--- src/rtl/rxh_pkg.sv ---
package rxh_pkg;
   localparam int unsigned RXH_BUS_W    = 24;
   localparam int unsigned RXH_FULL_BIT = 7;
   localparam int unsigned RXH_OVR_BIT  = 5;
   localparam logic        RXH_SEL_DATA = 1'b0;
   localparam logic        RXH_SEL_STAT = 1'b1;
   typedef enum logic [1:0] {
      ACC_NONE = 2'd0,
      ACC_DATA = 2'd1,
      ACC_STAT = 2'd2
   } rxh_acc_e;
endpackage

--- src/rtl/rxh_stage.sv ---
module rxh_stage #(
   parameter int unsigned WORD_W = 24
) (
   input  logic              clk,
   input  logic              rst_n,
   input  logic              word_done,
   input  logic [WORD_W-1:0] word_in,
   output logic              ready,
   output logic [WORD_W-1:0] stage_word
);
   always_ff @(posedge clk or negedge rst_n) begin
      if (!rst_n) begin
         ready      <= 1'b0;
         stage_word <= '0;
      end else begin
         ready <= word_done;
         if (word_done) stage_word <= word_in;
      end
   end


   stage_capture_chk: assert property (@(posedge clk) disable iff (!rst_n)
      word_done |=> (ready && stage_word == $past(word_in)));
endmodule

--- src/rtl/rxh_hold.sv ---
module rxh_hold #(
   parameter int unsigned WORD_W = 24
) (
   input  logic              clk,
   input  logic              rst_n,
   input  logic              ready,
   input  logic [WORD_W-1:0] stage_word,
   input  logic              data_rd,
   output logic              full,
   output logic [WORD_W-1:0] data_q
);
   logic load;
   assign load = ready && (!full || data_rd);

   always_ff @(posedge clk or negedge rst_n) begin
      if (!rst_n) begin
         full   <= 1'b0;
         data_q <= '0;
      end else begin
         if (load) begin
            full   <= 1'b1;
            data_q <= stage_word;
         end else if (data_rd) begin
            full <= 1'b0;
         end
      end
   end


   load_empty_chk: assert property (@(posedge clk) disable iff (!rst_n)
      (ready && !full) |=> (full && data_q == $past(stage_word)));

   read_clears_chk: assert property (@(posedge clk) disable iff (!rst_n)
      (data_rd && !ready) |=> !full);

   keep_old_chk: assert property (@(posedge clk) disable iff (!rst_n)
      (ready && full && !data_rd) |=> (full && $stable(data_q)));

   collide_load_chk: assert property (@(posedge clk) disable iff (!rst_n)
      (ready && full && data_rd) |=> (full && data_q == $past(stage_word)));
endmodule

--- src/rtl/rxh_ovr.sv ---
module rxh_ovr (
   input  logic clk,
   input  logic rst_n,
   input  logic ready,
   input  logic full,
   input  logic data_rd,
   input  logic stat_rd,
   output logic ovr
);
   logic armed;
   logic ovr_set;
   assign ovr_set = ready && full && !data_rd;

   always_ff @(posedge clk or negedge rst_n) begin
      if (!rst_n) begin
         armed <= 1'b0;
         ovr   <= 1'b0;
      end else begin
         if (stat_rd)      armed <= ovr;
         else if (data_rd) armed <= 1'b0;
         if (ovr_set)                ovr <= 1'b1;
         else if (data_rd && armed)  ovr <= 1'b0;
      end
   end


   ovr_sets_chk: assert property (@(posedge clk) disable iff (!rst_n)
      (ready && full && !data_rd) |=> ovr);

   ovr_clear_chk: assert property (@(posedge clk) disable iff (!rst_n)
      (data_rd && armed) |=> !ovr);

   ovr_hold_chk: assert property (@(posedge clk) disable iff (!rst_n)
      (data_rd && !armed) |=> (ovr == $past(ovr)));

   arm_needs_ovr_chk: assert property (@(posedge clk) disable iff (!rst_n)
      (stat_rd && !ovr) |=> !armed);
endmodule

--- src/rtl/serial_rx_holding.sv ---
module serial_rx_holding #(
   parameter int unsigned WORD_W   = 24,
   parameter int unsigned BUS_W    = rxh_pkg::RXH_BUS_W,
   parameter int unsigned FULL_BIT = rxh_pkg::RXH_FULL_BIT,
   parameter int unsigned OVR_BIT  = rxh_pkg::RXH_OVR_BIT,
   parameter bit          IRQ_REG  = 1'b0
) (
   input  logic              clk,
   input  logic              rst_n,
   input  logic              word_done,
   input  logic [WORD_W-1:0] word_in,
   input  logic              rd_en,
   input  logic              rd_sel,
   output logic [BUS_W-1:0]  rd_data,
   input  logic              rx_ie,
   input  logic              err_ie,
   output logic              rx_irq,
   output logic              err_irq
);
   import rxh_pkg::*;

   localparam int unsigned PAD_W = BUS_W - WORD_W;

   if (WORD_W == 0 || WORD_W > BUS_W) begin : g_bad_width
      $error("WORD_W must be between 1 and BUS_W");
   end
   if (FULL_BIT >= BUS_W || OVR_BIT >= BUS_W || FULL_BIT == OVR_BIT) begin : g_bad_bits
      $error("status bit positions must be distinct and inside BUS_W");
   end

   rxh_acc_e acc;
   always_comb begin
      if (!rd_en)                    acc = ACC_NONE;
      else if (rd_sel == RXH_SEL_STAT) acc = ACC_STAT;
      else                           acc = ACC_DATA;
   end

   logic              data_rd, stat_rd;
   logic              ready, full, ovr;
   logic [WORD_W-1:0] stage_word, data_q;
   logic [BUS_W-1:0]  status;
   logic [BUS_W-1:0]  data_ext;

   assign data_rd = (acc == ACC_DATA);
   assign stat_rd = (acc == ACC_STAT);

   rxh_stage #(.WORD_W(WORD_W)) u_stage (
      .clk(clk), .rst_n(rst_n), .word_done(word_done), .word_in(word_in),
      .ready(ready), .stage_word(stage_word));

   rxh_hold #(.WORD_W(WORD_W)) u_hold (
      .clk(clk), .rst_n(rst_n), .ready(ready), .stage_word(stage_word),
      .data_rd(data_rd), .full(full), .data_q(data_q));

   rxh_ovr u_ovr (
      .clk(clk), .rst_n(rst_n), .ready(ready), .full(full),
      .data_rd(data_rd), .stat_rd(stat_rd), .ovr(ovr));

   always_comb begin
      status           = '0;
      status[FULL_BIT] = full;
      status[OVR_BIT]  = ovr;
   end

   if (PAD_W > 0) begin : g_pad
      assign data_ext = {{PAD_W{1'b0}}, data_q};
   end else begin : g_nopad
      assign data_ext = data_q;
   end

   assign rd_data = (rd_sel == RXH_SEL_STAT) ? status : data_ext;

   if (IRQ_REG) begin : g_irq_reg
      always_ff @(posedge clk or negedge rst_n) begin
         if (!rst_n) begin
            rx_irq  <= 1'b0;
            err_irq <= 1'b0;
         end else begin
            rx_irq  <= full && rx_ie;
            err_irq <= ovr && err_ie;
         end
      end

      irq_reg_chk: assert property (@(posedge clk) disable iff (!rst_n)
         1'b1 |=> (rx_irq == $past(full && rx_ie) && err_irq == $past(ovr && err_ie)));
   end else begin : g_irq_comb
      assign rx_irq  = full && rx_ie;
      assign err_irq = ovr && err_ie;
   end


   reset_quiet_chk: assert property (@(posedge clk)
      !rst_n |=> (!u_hold.full || rst_n));

   ovr_implies_full_chk: assert property (@(posedge clk) disable iff (!rst_n)
      $rose(ovr) |-> full);
endmodule

--- config.mk ---
export PLATFORM = sky130hd
export DESIGN_NAME = serial_rx_holding
export DESIGN_NICKNAME = d
export VERILOG_FILES = /design/src/rtl/rxh_pkg.sv /design/src/rtl/rxh_stage.sv /design/src/rtl/rxh_hold.sv /design/src/rtl/rxh_ovr.sv /design/src/rtl/serial_rx_holding.sv
export SDC_FILE = /design/constraint.sdc
export NUM_CORES = 1
export LEC_CHECK = 0
export BUFFER_PORTS_ARGS = -buffer_cell sky130_fd_sc_hd__clkbuf_2
export CORE_ASPECT_RATIO = 0.75
export CORE_MARGIN = 2
export CORE_UTILIZATION = 55
export CTS_BUF_LIST = sky130_fd_sc_hd__clkbuf_4 sky130_fd_sc_hd__clkbuf_8 sky130_fd_sc_hd__clkbuf_16
export CTS_CLUSTER_DIAMETER = 30
export DETAILED_ROUTE_END_ITERATION = 7
export PLACE_DENSITY = 0.79
export SYNTH_ARGS = -nofsm -noshare
export SYNTH_HDL_FRONTEND = slang
export SYNTH_HIERARCHICAL = 1
export SYNTH_SLANG_ARGS = --single-unit
--- constraint.sdc ---
create_clock -name clk -period 1.9 [get_ports clk]
set_clock_uncertainty 0.15 [all_clocks]
set_input_delay 0.285 -clock clk [delete_from_list [all_inputs] [get_ports clk]]
set_output_delay 0.285 -clock clk [all_outputs]
set_load 0.02 [all_outputs]
==> summary.txt, run 1 <==
Power
  – Lkg Pwr: 1.411 nW
  – Max VDD drop: 0.8649 mV
  – Pwr Density: 1025 nW/µm²
  – Pwr Total: 0.002826 W

Placement
  – DP Cell Count: 251
  – HPWL after DPL: 2.984 mm
  – Dpl cell area: 2635 µm²
  – Number of port buffers: 56
  – Final GP Congestion: 0.7106

Floorplan
  – Top Ports: 57
  – Die area: 4812 µm²
  – Die Span Y: 60.58 µm
  – Die width: 79.44 µm
  – Row count: 20
  – Core Region: 4079 µm²
  – Initial core utilization: 57.55%

Timing
  – TNS Setup: 0 ps
  – RSZ-0062 raised after global routing: no
  – Hold Fails Final Rpt: 0
  – Slew of the pin with the lowest slew margin: 626.2 ps
  – Min Tclk post-route: 1617 ps
  – Worst rel slew slack: 58.26%
  – Tcrit/Tclk final: 85.10%
  – Max Fclk: 0.6185 GHz
  – Setup violators final: 0
  – Pins Over Slew Limit: 0

Worst setup path
  – WP data required: 1460 ps
  – WP data arrival: 1180 ps
  – Reg-to-reg endpoint: u_hold/data_q[19]$_DFFE_PN0P_
  – R2r startpoint: u_hold/full$_DFFE_PN0P_
  – Crit path kind: flip-flop to output pin
  – Reg2Reg Setup Slack: 370 ps
  – Worst-path fanout max: 4
  – Nature of the critical path endpoint: output pin
  – R2R depth: 3
  – Startpoint types: flip-flop

Logic synthesis
  – Area of the mapped netlist: 2347 µm²
  – Register area share after synthesis: 55.44%
  – Register bit count reported by yosys: 52
  – Distinct cells, synth: 18
  – Ys Warns: 6
  – Synth Instances: 143
  – Net Count, Synth: 174
  – Post-Syn Area per Cell: 16.41 µm²

Final layout
  – Most frequent cells in the layout: clkbuf_2, dfrtp_1, mux2_4
  – Layout area overhead: 17.43%
  – Ant. Diodes: 0
  – Nets: 235
  – Fin area: 2756 µm²
  – Final Util: 67.58%
  – Fin cells: 260
  – Commonest non-fill, non-tap cell in the layout: clkbuf_2
  – Fraction of layout cells with a size suffix above 1: 58.54%

Clock tree
  – Post-cts sizing count: 0
  – Root buffer selected by CTS: clkbuf_8
  – CTS tree: built
  – Clk sink count: 52
  – CTS Buf Count: 5
  – Worst-path clk slew: 90 ps
  – Htree depth: 2
  – Post-CTS setup buffers: 0
  – Worst-Skew Late Latency: 300 ps
  – Max clock buf depth: 2

GRT
  – Largest net degree at the start of global routing: 53
  – Total gr overflow: 0
  – Vias in the first global route: 1,356
  – Initial antenna violation count: 0
  – Tot GR Track Use: 19.03%
  – First-pass GRT wire length: 6.637 mm

Drt
  – Vias/cell: 4.969
  – Pre-Repair DR Iteration Count: 4
  – Routed length per instance: 16.15 µm
  – Routed WL: 4.199 mm
  – DRC: 0
  – Iter 0 DRT Violations: 47
  – Antenna viol nets, final: 0
  – Vias: 1,292

Min path
  – Hold Path Depth: 2
  – Worst Hold Class: input pin to flip-flop
  – End of the worst hold path: u_stage/stage_word[9]$_DFFE_PN0P_
  – Hold Startpoint: word_in[9]

Job
  – Number of max-cap violations: 0

Outcome
  – Outcome: finished clean
-- where the power goes --
group / internal [W] / switching (W)
clock: 0.000405 / 0.000342
sequential: 0.00129 / 0.000113
combinational: 0.000383 / 0.000288
total: 0.00208 / 0.000743
-- kinds of logic (layout without fill, tap and decap cells) --
kind of cell           after synthesis  count (layout)  share of synthesized area, %
AO/OA/AOI/OAI                        2               2                        0.5862
buffers and inverters                7              69                         4.424
flip-flops                          52              52                         55.44
multiplexers                        50              50                         30.38
AND/OR/NAND/NOR                     32              32                         9.169
-- per-layer routing --
layer	global-route usage (%)	wire (µm)	up-vias	part of all wire [%]
met2	32.05	2166	28	52
met4	4.433	14	0	0.33
met1	24.85	1866	659	44
met3	5.804	151	2	3.6
li1	-	-	603	-
met5	0	0	-	0
-- worst max-delay path, stage by stage (launching register included) --
cell and delay, ps:
dfrtp_1 440, mux2_2 290, clkbuf_2 150
-- through the flow --
step	hold slack [ps]	setup WS [ps]
finish	61.11	283.1
floorplan	-160.6	473.2
CTS	52.45	269.0
global placement	269.1	234.8
global route	46.71	221.0
detailed placement	282.9	169.7
-- synth_stat cells --
cell type | instances | area share, %
a2bb2oi_1 | 1 | 0.37
and2_1 | 3 | 0.80
and2b_1 | 1 | 0.32
and3b_1 | 1 | 0.37
buf_12 | 4 | 3.4
buf_2 | 1 | 0.21
buf_4 | 1 | 0.32
buf_6 | 1 | 0.48
dfrtp_1 | 52 | 55
mux2_2 | 10 | 4.8
mux2_4 | 40 | 26
nand2_1 | 1 | 0.16
nand2_4 | 1 | 0.48
nand2b_1 | 1 | 0.27
nand2b_4 | 1 | 0.59
nor2b_1 | 22 | 5.9
o21ai_0 | 1 | 0.21
or2b_1 | 1 | 0.32
-- worst max-delay path by stage --
stage                            start                       endpoint  slack (ps)  depth (start not counted)
5_1_grt        u_hold/full$_DFFE_PN0P_                     rd_data[7]         220                          2
2_1_floorplan                    rd_en   u_hold/data_q[0]$_DFFE_PN0P_         470                          5
4_1_cts        u_hold/full$_DFFE_PN0P_                     rd_data[7]         270                          2
3_5_place_dp                    rd_sel  u_hold/data_q[22]$_DFFE_PN0P_         170                          5
6_report       u_hold/full$_DFFE_PN0P_                     rd_data[7]         280                          2
3_3_place_gp                     rd_en  u_hold/data_q[21]$_DFFE_PN0P_         230                          5
-- cell type report --
class	instances	area, µm²
repair buffers	61	332.8
clock buffers	6	76.32
flip-flops and latches	52	1301
well taps	55	68.82
fillers	301	1323
clock inverters	2	35.03
multi-input cells	84	942.2
-- timing repair --
item                                    in CTS  in global routing
hold buffers                                 1                  0
endpoints found under the setup margin       0                  0
endpoints found under the hold margin       52                  0
-- sequential cells by signal, indices dropped and copies added (netlist names) --
register,cells
u_stage/stage_word,24
u_ovr/ovr,1
u_hold/full,1
u_stage/ready,1
u_hold/data_q,24
u_ovr/armed,1
Power figures use the tool's default switching activity.
==> inputs of run 2 (changes only) <==
BUFFER_PORTS_ARGS = not set   (was -buffer_cell sky130_fd_sc_hd__clkbuf_2)
CORE_UTILIZATION = 45   (was 55)
DONT_BUFFER_PORTS = 1   (was not set)
PLACE_DENSITY = 0.57   (was 0.79)
==> run 2 against run 1 <==
Effect of this change: non-clock buffer count shrank 33; via count down 9.8%; critical path depth is 1 higher; utilization shrank 13 points; highest routed layer unchanged; hold slack lost 7.3 ps; final area decreased by 1.2%; critical endpoint is now u_hold/data_q[21]$_DFFE_PN0P_; first-iteration DRC count increased by 6.4%; maximum frequency grew 6.6%; die area up 21%; sequential power about the same; combinational power fell by 11%.
==> summary.txt, run 2 (same netlist as run 1, synthesis figures left out) <==
Outcome
  – Outcome: finished clean

Final layout
  – Fraction of layout cells with a size suffix above 1: 36.05%
  – Commonest non-fill, non-tap cell in the layout: dfrtp_1
  – Most frequent cells in the layout: dfrtp_1, mux2_4, dlygate4sd3_1
  – Ant. Diodes: 0
  – Nets: 202
  – Final Util: 54.97%
  – Largest regs: u_hold/data_q: 24 flops, u_stage/stage_word: 24 flops
  – Layout area overhead: 16.04%

Clock tree
  – Htree depth: 2
  – Root buffer selected by CTS: clkbuf_8
  – Max clock buf depth: 2
  – CTS Buf Count: 5
  – CTS tree: built
  – Post-CTS setup buffers: 0
  – Clk sink count: 52
  – Worst-Skew Late Latency: 290 ps
  – Worst-path clk slew: 90 ps
  – Post-CTS Hold Buffers: 27
  – Post-cts sizing count: 0

Timing
  – Min Tclk post-route: 1517 ps
  – Slew of the pin with the lowest slew margin: 455.1 ps
  – Pins Over Slew Limit: 0
  – Setup violators final: 0
  – Worst rel slew slack: 69.63%
  – TNS Setup: 0 ps
  – Hold Fails Final Rpt: 0
  – Max Fclk: 0.6591 GHz
  – RSZ-0062 raised after global routing: no
  – Tcrit/Tclk final: 79.86%

GRT
  – Vias in the first global route: 1,322
  – First-pass GRT wire length: 6.499 mm
  – Initial antenna violation count: 0
  – Total gr overflow: 0
  – Largest net degree at the start of global routing: 53
  – Tot GR Track Use: 15.10%

Drt
  – Iter 0 DRT Violations: 50
  – Routed WL: 3.919 mm
  – Vias/cell: 5.026
  – Routed length per instance: 16.89 µm
  – Vias: 1,166
  – DRC: 0
  – Pre-Repair DR Iteration Count: 4
  – Antenna viol nets, final: 0

Worst setup path
  – Startpoint types: flip-flop
  – WP data arrival: 1560 ps
  – WP data required: 1940 ps
  – Nature of the critical path endpoint: flip-flop
  – Crit-path cells: nand2b_4 > nand2_4 > mux2_2
  – CP bufs+invs: 0
  – Slowest-stage cell, CP: dfrtp_1
  – Crit-path leading delay family: simple AND/OR/NAND/NOR gates
  – Worst-path fanout max: 24
  – Crit-path max cell delay: 430 ps
  – Crit path kind: flip-flop to flip-flop

Floorplan
  – Core Region: 4955 µm²
  – Die Span Y: 66.55 µm
  – Die width: 87.40 µm
  – Die area: 5816 µm²
  – Row count: 22
  – Top Ports: 57
  – Initial core utilization: 47.37%

Placement
  – Number of port buffers: 0
  – Final GP Congestion: 0.7693
  – HPWL after DPL: 2.333 mm

Job
  – Number of max-cap violations: 0

Power
  – Lkg Pwr: 1.269 nW
  – Pwr Density: 975.4 nW/µm²
  – Max VDD drop: 0.5542 mV

Min path
  – Worst Hold Class: input pin to flip-flop
run 2: cell count changes in the layout (fill, tap and decap cells not counted):
cell / delta
clkbuf_2: -56
buf_4: -3
clkbuf_8: +1
clkinv_2: -1
bufinv_16: -1
dlygate4sd3_1: +25
clkbuf_4: +1
buf_16: +1
run 2: path summary, 6_finish.rpt:
kind                                    startpoint                                 to  slack [ps]  depth (start not counted)
min in group asynchronous                    rst_n  u_stage/stage_word[8]$_DFFE_PN0P_         340                          2
hold / removal                           word_done            u_stage/ready$_DFF_PN0_          50                          1
setup / recovery           u_hold/full$_DFFE_PN0P_      u_hold/data_q[21]$_DFFE_PN0P_         380                          3
max in group asynchronous                    rst_n      u_hold/data_q[18]$_DFFE_PN0P_        1030                          2
setup reg to reg           u_hold/full$_DFFE_PN0P_      u_hold/data_q[21]$_DFFE_PN0P_         380                          3
hold reg to reg            u_ovr/armed$_DFFE_PN0P_              u_ovr/ovr$_DFFE_PN0P_         330                          1
run 2: per-stage QoR:
stage	power, W	instance area (µm²)	hold WS, ps	instances	setup WS (ps)
floorplan	0.001899	2347	-160.6	143	473.2
global placement	0.001914	2318	-159.5	196	311.7
detailed placement	0.001932	2318	-159.7	196	260.2
CTS	0.002688	2714	1.008	231	372.0
global route	0.002808	2724	36.11	232	305.2
finish	0.002657	2724	53.79	232	382.7
run 2: per-layer routing:
| metal | share of wire, % | vias up | global-route usage, % |
|---|---|---|---|
| li1 | - | 542 | - |
| met1 | 45 | 583 | 19.63 |
| met2 | 47 | 35 | 23.77 |
| met3 | 6.5 | 6 | 5.328 |
| met4 | 1.1 | 0 | 4.615 |
| met5 | 0 | - | 0 |
run 2: power breakdown:
part,switching [W],internal (W)
Clock,0.000334,0.000326
Sequential,0.000105,0.00129
Combinational,0.000252,0.000346
run 2: layout make-up:
cell class                 count  area [µm²]
fill                         409        2231
sequential                    52        1301
multi-input combinational     84       942.2
timing repair buffer          28       307.8
clock buffer                   8       97.59
tap                           60       75.07
